### config.mk
export PLATFORM = sky130hd
export DESIGN_NAME = aflag_unit
export DESIGN_NICKNAME = d
export VERILOG_FILES = /design/src/rtl/aflag_pkg.sv /design/src/rtl/aflag_cfg.sv /design/src/rtl/aflag_cmp.sv /design/src/rtl/aflag_unit.sv
export SDC_FILE = /design/constraint.sdc
export NUM_CORES = 1
export LEC_CHECK = 0
export ABC_AREA = 1
export BUFFER_PORTS_ARGS = -buffer_cell sky130_fd_sc_hd__buf_4
export CAP_MARGIN = 20
export CELL_PAD_IN_SITES_DETAIL_PLACEMENT = 1
export CELL_PAD_IN_SITES_GLOBAL_PLACEMENT = 2
export CORE_MARGIN = 5
export CORE_UTILIZATION = 28
export DETAILED_ROUTE_END_ITERATION = 10
export GPL_TIMING_DRIVEN = 0
export MAX_ROUTING_LAYER = met4
export PLACE_DENSITY = 0.78
export SLEW_MARGIN = 20
export SYNTH_ARGS = -nofsm -noshare
export SYNTH_HDL_FRONTEND = slang
export SYNTH_HIERARCHICAL = 1
export SYNTH_SLANG_ARGS = --single-unit
### constraint.sdc
create_clock -name clk -period 3.8 [get_ports clk]
set_clock_uncertainty 0.1 [all_clocks]
set_input_delay 0.19 -clock clk [delete_from_list [all_inputs] [get_ports clk]]
set_output_delay 0.19 -clock clk [all_outputs]
set_load 0.1 [all_outputs]
### src/rtl/aflag_pkg.sv
package aflag_pkg;

  typedef enum logic [1:0] {
    LD_SERIAL   = 2'd0,
    LD_PARALLEL = 2'd1,
    LD_PRESET   = 2'd2
  } load_mode_e;

  function automatic load_mode_e decode_mode(input logic [2:0] sel);
    case (sel)
      3'd0:       decode_mode = LD_SERIAL;
      3'd1, 3'd7: decode_mode = LD_PARALLEL;
      default:    decode_mode = LD_PRESET;
    endcase
  endfunction

  function automatic int unsigned preset_value(input logic [2:0] sel);
    case (sel)
      3'd2:    preset_value = 8;
      3'd3:    preset_value = 16;
      3'd4:    preset_value = 64;
      3'd5:    preset_value = 256;
      3'd6:    preset_value = 1024;
      default: preset_value = 0;
    endcase
  endfunction

endpackage

### src/rtl/aflag_cfg.sv
module aflag_cfg
  import aflag_pkg::*;
#(
  parameter int OFS_W  = 12,
  parameter int NUM_CH = 2,
  localparam int NREG    = 2 * NUM_CH,
  localparam int CHAIN_W = NREG * OFS_W,
  localparam int SCNT_W  = $clog2(CHAIN_W + 1),
  localparam int PIDX_W  = $clog2(NREG + 1)
) (
  input  logic                           clk,
  input  logic                           mrst_n,
  input  logic                           prst_n,
  input  logic [2:0]                     cfg_sel,
  input  logic                           ser_din,
  input  logic                           ser_en_n,
  input  logic                           par_valid,
  output logic                           par_ready,
  input  logic [OFS_W-1:0]               par_data,
  output logic [NUM_CH-1:0][OFS_W-1:0]   ofs_lo,
  output logic [NUM_CH-1:0][OFS_W-1:0]   ofs_hi
);

  // regs[NREG-1] is the head of the serial chain (low mark of channel 0)
  logic [NREG-1:0][OFS_W-1:0] regs;
  load_mode_e                 mode;
  logic [SCNT_W-1:0]          ser_cnt;
  logic [PIDX_W-1:0]          par_idx;
  logic                       run;
  logic                       ser_fire;
  logic                       par_fire;
  logic [CHAIN_W-1:0]         chain;

  assign run      = mrst_n && prst_n;
  assign chain    = regs;
  assign ser_fire = run && (mode == LD_SERIAL) && !ser_en_n
                    && (ser_cnt < SCNT_W'(CHAIN_W));
  assign par_ready = run && (mode == LD_PARALLEL) && (par_idx < PIDX_W'(NREG));
  assign par_fire  = par_ready && par_valid;

  always_ff @(posedge clk) begin
    if (!mrst_n) begin
      mode    <= decode_mode(cfg_sel);
      ser_cnt <= '0;
      par_idx <= '0;
      for (int i = 0; i < NREG; i++) begin
        regs[i] <= OFS_W'(preset_value(cfg_sel));
      end
    end else begin
      if (ser_fire) begin
        regs    <= {chain[CHAIN_W-2:0], ser_din};
        ser_cnt <= ser_cnt + 1'b1;
      end
      if (par_fire) begin
        regs[NREG-1-int'(par_idx)] <= par_data;
        par_idx <= par_idx + 1'b1;
      end
    end
  end

  for (genvar c = 0; c < NUM_CH; c++) begin : g_map
    assign ofs_lo[c] = regs[NREG-1-2*c];
    assign ofs_hi[c] = regs[NREG-2-2*c];
  end

  // the method only moves while master reset is low
  p_mode_hold_r9 : assert property (@(posedge clk) disable iff (!mrst_n)
    1'b1 |=> $stable(mode));

  // partial reset freezes thresholds
  p_prst_hold_r9 : assert property (@(posedge clk) disable iff (!mrst_n)
    !prst_n |=> $stable(regs));

  // idle serial enable with no parallel transfer leaves thresholds
  p_ser_idle_r7 : assert property (@(posedge clk) disable iff (!mrst_n)
    (ser_en_n && !(par_valid && par_ready)) |=> $stable(regs));

  // chain closed after the full bit count
  p_ser_limit_r7 : assert property (@(posedge clk) disable iff (!mrst_n)
    (ser_cnt == SCNT_W'(CHAIN_W)) |=> $stable(regs));

  // each accepted word advances the register index by one
  p_par_step_r8 : assert property (@(posedge clk) disable iff (!mrst_n)
    (par_valid && par_ready) |=> (par_idx == $past(par_idx) + 1'b1));

endmodule

### src/rtl/aflag_cmp.sv
module aflag_cmp #(
  parameter int DEPTH = 4096,
  parameter int OFS_W = 12,
  localparam int CNT_W = OFS_W + 1
) (
  input  logic             clk,
  input  logic             rst_any,
  input  logic [CNT_W-1:0] occ,
  input  logic [OFS_W-1:0] ofs_lo,
  input  logic [OFS_W-1:0] ofs_hi,
  output logic             alm_empty_n,
  output logic             alm_full_n
);

  localparam logic [CNT_W-1:0] DEPTH_C = CNT_W'(DEPTH);

  logic [CNT_W-1:0] free_cnt;
  logic             near_empty;
  logic             near_full;

  assign free_cnt   = DEPTH_C - occ;
  assign near_empty = occ <= {1'b0, ofs_lo};
  assign near_full  = free_cnt <= {1'b0, ofs_hi};

  always_ff @(posedge clk) begin
    if (rst_any) begin
      alm_empty_n <= 1'b0;
      alm_full_n  <= 1'b1;
    end else begin
      alm_empty_n <= !near_empty;
      alm_full_n  <= !near_full;
    end
  end

  // reset levels of both flags one edge after any reset cycle
  p_reset_flags_r3 : assert property (@(posedge clk)
    rst_any |=> (!alm_empty_n && alm_full_n));

  // an empty FIFO always reports almost-empty
  p_zero_empty_r4 : assert property (@(posedge clk) disable iff (rst_any)
    (occ == '0) |=> !alm_empty_n);

endmodule

### src/rtl/aflag_unit.sv
module aflag_unit #(
  parameter int DEPTH = 4096,
  localparam int OFS_W = $clog2(DEPTH),
  localparam int CNT_W = OFS_W + 1
) (
  input  logic             clk,
  input  logic             mrst_n,
  input  logic             prst_n,
  input  logic [2:0]       cfg_sel,
  input  logic             ser_din,
  input  logic             ser_en_n,
  input  logic             par_valid,
  output logic             par_ready,
  input  logic [OFS_W-1:0] par_data,
  input  logic [CNT_W-1:0] occ_a,
  input  logic [CNT_W-1:0] occ_b,
  output logic             alm_empty_a_n,
  output logic             alm_full_a_n,
  output logic             alm_empty_b_n,
  output logic             alm_full_b_n
);

  localparam int NUM_CH = 2;

  logic [NUM_CH-1:0][OFS_W-1:0] ofs_lo;
  logic [NUM_CH-1:0][OFS_W-1:0] ofs_hi;
  logic [NUM_CH-1:0][CNT_W-1:0] occ_v;
  logic [NUM_CH-1:0]            ae_n_v;
  logic [NUM_CH-1:0]            af_n_v;
  logic                         rst_any;

  assign rst_any = !mrst_n || !prst_n;
  assign occ_v   = {occ_b, occ_a};

  aflag_cfg #(.OFS_W(OFS_W), .NUM_CH(NUM_CH)) u_cfg (
    .clk       (clk),
    .mrst_n    (mrst_n),
    .prst_n    (prst_n),
    .cfg_sel   (cfg_sel),
    .ser_din   (ser_din),
    .ser_en_n  (ser_en_n),
    .par_valid (par_valid),
    .par_ready (par_ready),
    .par_data  (par_data),
    .ofs_lo    (ofs_lo),
    .ofs_hi    (ofs_hi)
  );

  for (genvar c = 0; c < NUM_CH; c++) begin : g_ch
    aflag_cmp #(.DEPTH(DEPTH), .OFS_W(OFS_W)) u_cmp (
      .clk         (clk),
      .rst_any     (rst_any),
      .occ         (occ_v[c]),
      .ofs_lo      (ofs_lo[c]),
      .ofs_hi      (ofs_hi[c]),
      .alm_empty_n (ae_n_v[c]),
      .alm_full_n  (af_n_v[c])
    );
  end

  assign alm_empty_a_n = ae_n_v[0];
  assign alm_full_a_n  = af_n_v[0];
  assign alm_empty_b_n = ae_n_v[1];
  assign alm_full_b_n  = af_n_v[1];

  // no parallel acceptance during any reset
  p_ready_rst_r10 : assert property (@(posedge clk)
    rst_any |-> !par_ready);

endmodule

# Word-level counts from Yosys, hierarchy flattened
# Index checks and enable logic that the tools add are counted.
[classes]
n_addsub = 5
n_lt_le_gt_ge = 8
eq_ne = 8
muxes = 9
reduce_logical = 19
[ops]
columns = ["cell", "count"]
rows = [
  ["$mux W48", 4],
  ["$pmux W11 S5", 1],
  ["$le A13 B12 Y1", 4],
  ["$bwmux W48", 1],
  ["$ge A32 B1 Y1 const B", 1],
  ["$lt A32 B4 Y1 const B", 1],
  ["$sub A13 B13 Y13 const A", 2],
  ["$demux W12 S2", 1],
  ["$eq A3 B3 Y1 const B", 4],
  ["$mux W12", 1],
  ["$logic_and A1 B1 Y1", 8],
  ["$logic_not A1 Y1", 7],
  ["$add A6 B1 Y6 const B", 1],
  ["$eq A3 B2 Y1 const B", 2],
  ["$lt A6 B6 Y1 const B", 1],
  ["$pmux W2 S2", 1],
  ["$sub A2 B3 Y4 const A", 1],
  ["$add A3 B1 Y3 const B", 1],
  ["$eq A3 B1 Y1 const B", 1],
  ["$logic_not A3 Y1", 1],
  ["$lt A3 B3 Y1 const B", 1],
  ["$eq A2 B1 Y1 const B", 1],
  ["$logic_not A2 Y1", 1],
  ["$reduce_or A2 Y1", 1],
  ["$logic_or A1 B1 Y1", 1],
]
[word_totals]
regBits = 63
input_bits = 47
out_inout_bits = 5

# Logic depth before layout (Yosys ltp)
[logic_depth]
ltp_word = 9
mapped_depth = 16
depth_no_buf = 16

# By module
# The synthesis kept the hierarchy.
[modules_own_cells]
columns = ["mod", "n_inst", "cells_each", "area_per_inst_um2"]
rows = [
  ["aflag_cfg", 1, 462, 3101.7],
  ["aflag_cmp", 2, 158, 972.2],
  ["aflag_unit", 1, 1, 3.8],
]

# Least setup slack after synthesis
# No wires, ideal clock.
[synth_path]
path_type = "input -> register"
startpoint = "in occ_a[0]"
endpoint = "reg g_ch[0].u_cmp.alm_full_n"
setup_time_ps = 112
t_arrival_ps = 1696
required_ps = 3588
setup_slack_ps = 1892
cell_stages = 14
n_path_buf = 0
cell_sequence = "inv_1 -> ha_1 -> nand2_2 -> nor2_4 -> nand3_1 -> xnor2_1 -> inv_1 -> ha_1 -> a21oi_1 -> o21bai_1 -> nor2_1 -> nand2_1 -> nand2_1 -> nand2_1"
[synth_via]
elab_chain_len = 3
[synth_lines]
columns = ["element", "line", "source"]
rows = [
  ["start: declaration", "aflag_unit.sv:15", "input logic [CNT_W-1:0] occ_a,"],
  ["$sub A13 B13 Y13", "aflag_cmp.sv:21", "assign free_cnt = DEPTH_C - occ;"],
  ["$le A13 B12 Y1", "aflag_cmp.sv:23", "assign near_full = free_cnt <= {1'b0, ofs_hi};"],
  ["$logic_not A1 Y1", "aflag_cmp.sv:31", "alm_full_n <= !near_full;"],
  ["end signal: assignment", "aflag_cmp.sv:31", ""],
  ["end: declaration", "aflag_cmp.sv:12", "output logic alm_full_n"],
]
# No other way between the ends.
# A chain may end at the register's enable or synchronous reset.

# Worst setup path after layout
[layout_path]
startpoint = "reg u_cfg.par_idx[0]"
endpoint = "reg u_cfg.regs (netlist bit u_cfg/ofs_hi[3])"
[layout_via]
elab_chain_len = 8
word_cells_on_any_way = 12
classes_between = "add/sub (1); order compare (3); mux (5); reduce/logical (3)"
[layout_lines]
columns = ["element", "line", "source"]
rows = [
  ["start: declaration", "aflag_cfg.sv:28", "logic [PIDX_W-1:0] par_idx;"],
  ["start signal: assignment", "aflag_cfg.sv:56", "par_idx <= par_idx + 1'b1;"],
  ["$sub A2 B3 Y4", "aflag_cfg.sv:55", "regs[NREG-1-int'(par_idx)] <= par_data;"],
  ["$ge A32 B1 Y1 (implied by the code) / $lt A32 B4 Y1 (equally long branches)", "aflag_cfg.sv:55", ""],
  ["$logic_and A1 B1 Y1 (implied by the code)", "aflag_cfg.sv:55", ""],
  ["$mux W12 (implied by the code)", "aflag_cfg.sv:55", ""],
  ["$demux W12 S2", "-", ""],
  ["$bwmux W48", "aflag_cfg.sv:55", ""],
  ["$mux W48 (*)", "aflag_cfg.sv:54", "if (par_fire) begin"],
  ["$mux W48 (*)", "aflag_cfg.sv:42", "if (!mrst_n) begin"],
  ["end signal: indexed assignment", "aflag_cfg.sv:47", "regs[i] <= OFS_W'(preset_value(cfg_sel));"],
  ["end signal: assignment", "aflag_cfg.sv:51", "regs <= {chain[CHAIN_W-2:0], ser_din};"],
  ["end signal: indexed assignment", "aflag_cfg.sv:55", ""],
  ["end: declaration", "aflag_cfg.sv:25", "logic [NREG-1:0][OFS_W-1:0] regs;"],
]
# Mark *: on every way between the ends. The rest lies on a longest branch, timed or not.

==> out/metrics.cfg <==
[global_route]
grt_pass1_wl_um = 27000
met3_usage = 0.0258
grt.total_usage = 0.171
grt_pass1_vias = 5013
grt-ovfl-total = 0
grt_max_degree = 13
antenna_found_initial = 0
gr-max-usage-layer = met2
use_met1 = 0.236
met2_usage = 0.267

[layout]
drive_gt1_frac = 0.144
antenna_cells = 0
utilization = 0.337
final_nets = 944
regArea_mm2 = 0.00128
multi_input_area_mm2 = 0.00323
fillers = 2279
syn2layout_area_growth_pct = 18.9
fin_cells = 1075

[logic_synthesis]
synth.distinct_cells = 34
synth_edf_count = 2
ys_ff_latch = 63
syn-cell-area_mm2 = 0.00505
synth_nets = 882
synth_cells = 779
ys_seq_area_frac = 0.254
yosys_warnings = 6
synthFlopType = dfxtp_1
synth-async-reset-ratio = 0
avgSynthCellArea_um2 = 6.48

[worst_setup_path]
endpoint_kind = register
critPathKind = register to register
start_kind = register
critPathMaxFanout = 10
critPathRequiredTime_ns = 3.98
worstPathArrival_ns = 2.33
rrSetupSlack_ns = 1.65

[detailed_routing]
vias = 4982
wl_per_cell_um = 15.4
drt-total-wl_um = 16500
via_per_inst = 4.63
ant_nets = 0
drc = 0
drt_iter0_markers = 192
drt_pass1_iterations = 4

[worst_hold_path]
hold_path.class = primary input to register

[floorplanning]
die_h_um = 144
coreArea_mm2 = 0.0178
start_util = 0.283
dieArea_mm2 = 0.0208
pin_count = 52
rows = 49
die_x_um = 144

[place]
dpl.hpwl_um = 13600
portBuffers = 51
placedCellCount = 1059
pre_cts_ws_ns = 1.49
place.gp.congestion = 0.779

[pwr]
vdd_drop_max_uv = 200
p_per_area_mw_per_mm2 = 310
p_leak_uw = 0.00285

[sta]
fmax_mhz = 464
period_share = 0.567
tightest_slew_ns = 0.619
final.setup.tns_ns = 0
rsz0062_at_grt = false
fin_hold_ws_ns = 0.0400
setup_viol = 0
maxSlewViolCount = 0
hold_viol = 0
setup_slack_ns = 1.65
final.min_clock_period_ns = 2.15
slew_headroom = 0.587

[clocking]
cts_buffer_depth = 2
cts_max_level = 3
tritoncts = done
post_cts_buffers = 0
cts_root_buffer = clkbuf_16
cts.repair.resized = 0
numCtsBuffers = 9
cts_sinks = 63
cts_hold_buf = 0
clk_pin_slew_worst_paths_ns = 0.06
clock_latency_ns = 0.34

[run]
drv_cap = 0

[outcome]
status = finished clean

-- per-layer routing --
layer  up-vias  wire length, um  share of wire
met5         -                0              0
met4         0              119         0.0072
met3         9              416          0.025
met2        54             7490           0.45
met1      2292             8520           0.52
li1       2627                -              -
-- power breakdown --
| part | switching (uW) | total, uW | internal [uW] |
|---|---|---|---|
| clock | 333 | 794 | 461 |
| combinational | 220 | 356 | 136 |
| sequential | 21.6 | 709 | 687 |
-- registers in the layout, summed over array words and instances (netlist names) --
register,count
u_cfg/ofs_lo,24
g_ch.u_cmp/alm_empty_n,2
u_cfg/par_idx,3
u_cfg/mode,2
u_cfg/ofs_hi,24
g_ch.u_cmp/alm_full_n,2
u_cfg/ser_cnt,6
-- synth_stat cells (9+ instances only) --
master | instances | area [um^2]
a21oi_1 | 24 | 120
buf_2 | 15 | 75.1
dfxtp_1 | 61 | 1220
ha_1 | 56 | 701
inv_1 | 103 | 387
nand2_1 | 197 | 739
nand3_1 | 105 | 526
nand4_1 | 22 | 138
nor2_1 | 100 | 375
xnor2_1 | 9 | 78.8
-- worst max-delay path, cell delays in order, from the launching register on --
cell and delay, ns:
dfxtp_1 0.36, ha_1 0.17, ha_1 0.16, inv_1 0.09, a21boi_2 0.30, nand3_2 0.32
buf_2 0.31, nand3_1 0.13, nand3_1 0.08, nand2_1 0.07
-- worst paths after layout --
| kind | startpoint | endpoint | cells past startpoint |
|---|---|---|---|
| min reg2reg | u_cfg/ser_cnt[5]$_SDFFE_PN0P_ | u_cfg/ser_cnt[5]$_SDFFE_PN0P_ | 2 |
| min | par_data[11] | u_cfg/ofs_hi[11]$_SDFF_PN0_ | 3 |
| max reg2reg | u_cfg/par_idx[0]$_SDFFE_PN0P_ | u_cfg/ofs_hi[3]$_DFF_P_ | 9 |
| max | u_cfg/par_idx[0]$_SDFFE_PN0P_ | u_cfg/ofs_hi[3]$_DFF_P_ | 9 |
-- metrics by stage --
stage	instance area (um^2)	total power [uW]
2_1_floorplan	5050	943
3_3_place_gp	5720	1080
3_5_place_dp	5720	1080
4_1_cts	6000	1890
5_1_grt	6000	1970
6_report	6000	1860
-- placed cells by master, fill, tap and decap left out, drive strengths merged --
cell type,instances
nor2,115
buf,74
o21bai,3
a21oi,25
o21ai,10
o31ai,4
clkbuf,13
nand2,206
nand4,22
clkinvlp,2
clkinv,4
a21o,2
edfxtp,2
xnor2,9
or2,1
a21boi,3
ha,56
dfxtp,61
nand3,109
inv,106
o21a,5
and3,1
nor3,5
xor2,8
-- kinds of logic after synthesis --
logic type | after synthesis | share of synthesized area
xor gates and xnor gates | 17 | 0.0295
adders and majority gates | 56 | 0.139
and+or+nand+nor | 459 | 0.408
DFF | 63 | 0.254
buffers and inverters | 132 | 0.107
AOI/OAI and AO/OA | 52 | 0.0629
-- layout make-up --
| cell class | count | share of cell area |
|---|---|---|
| buffer | 26 | 0.0238 |
| multi-input combinational | 584 | 0.538 |
| sequential | 63 | 0.213 |
| tap | 229 | 0.0477 |
| clock inverter | 6 | 0.00771 |
| clock buffer | 10 | 0.0398 |
| timing repair buffer | 51 | 0.0638 |
| inverter | 106 | 0.0663 |
Note: power is estimated with default switching activity, not from simulation.
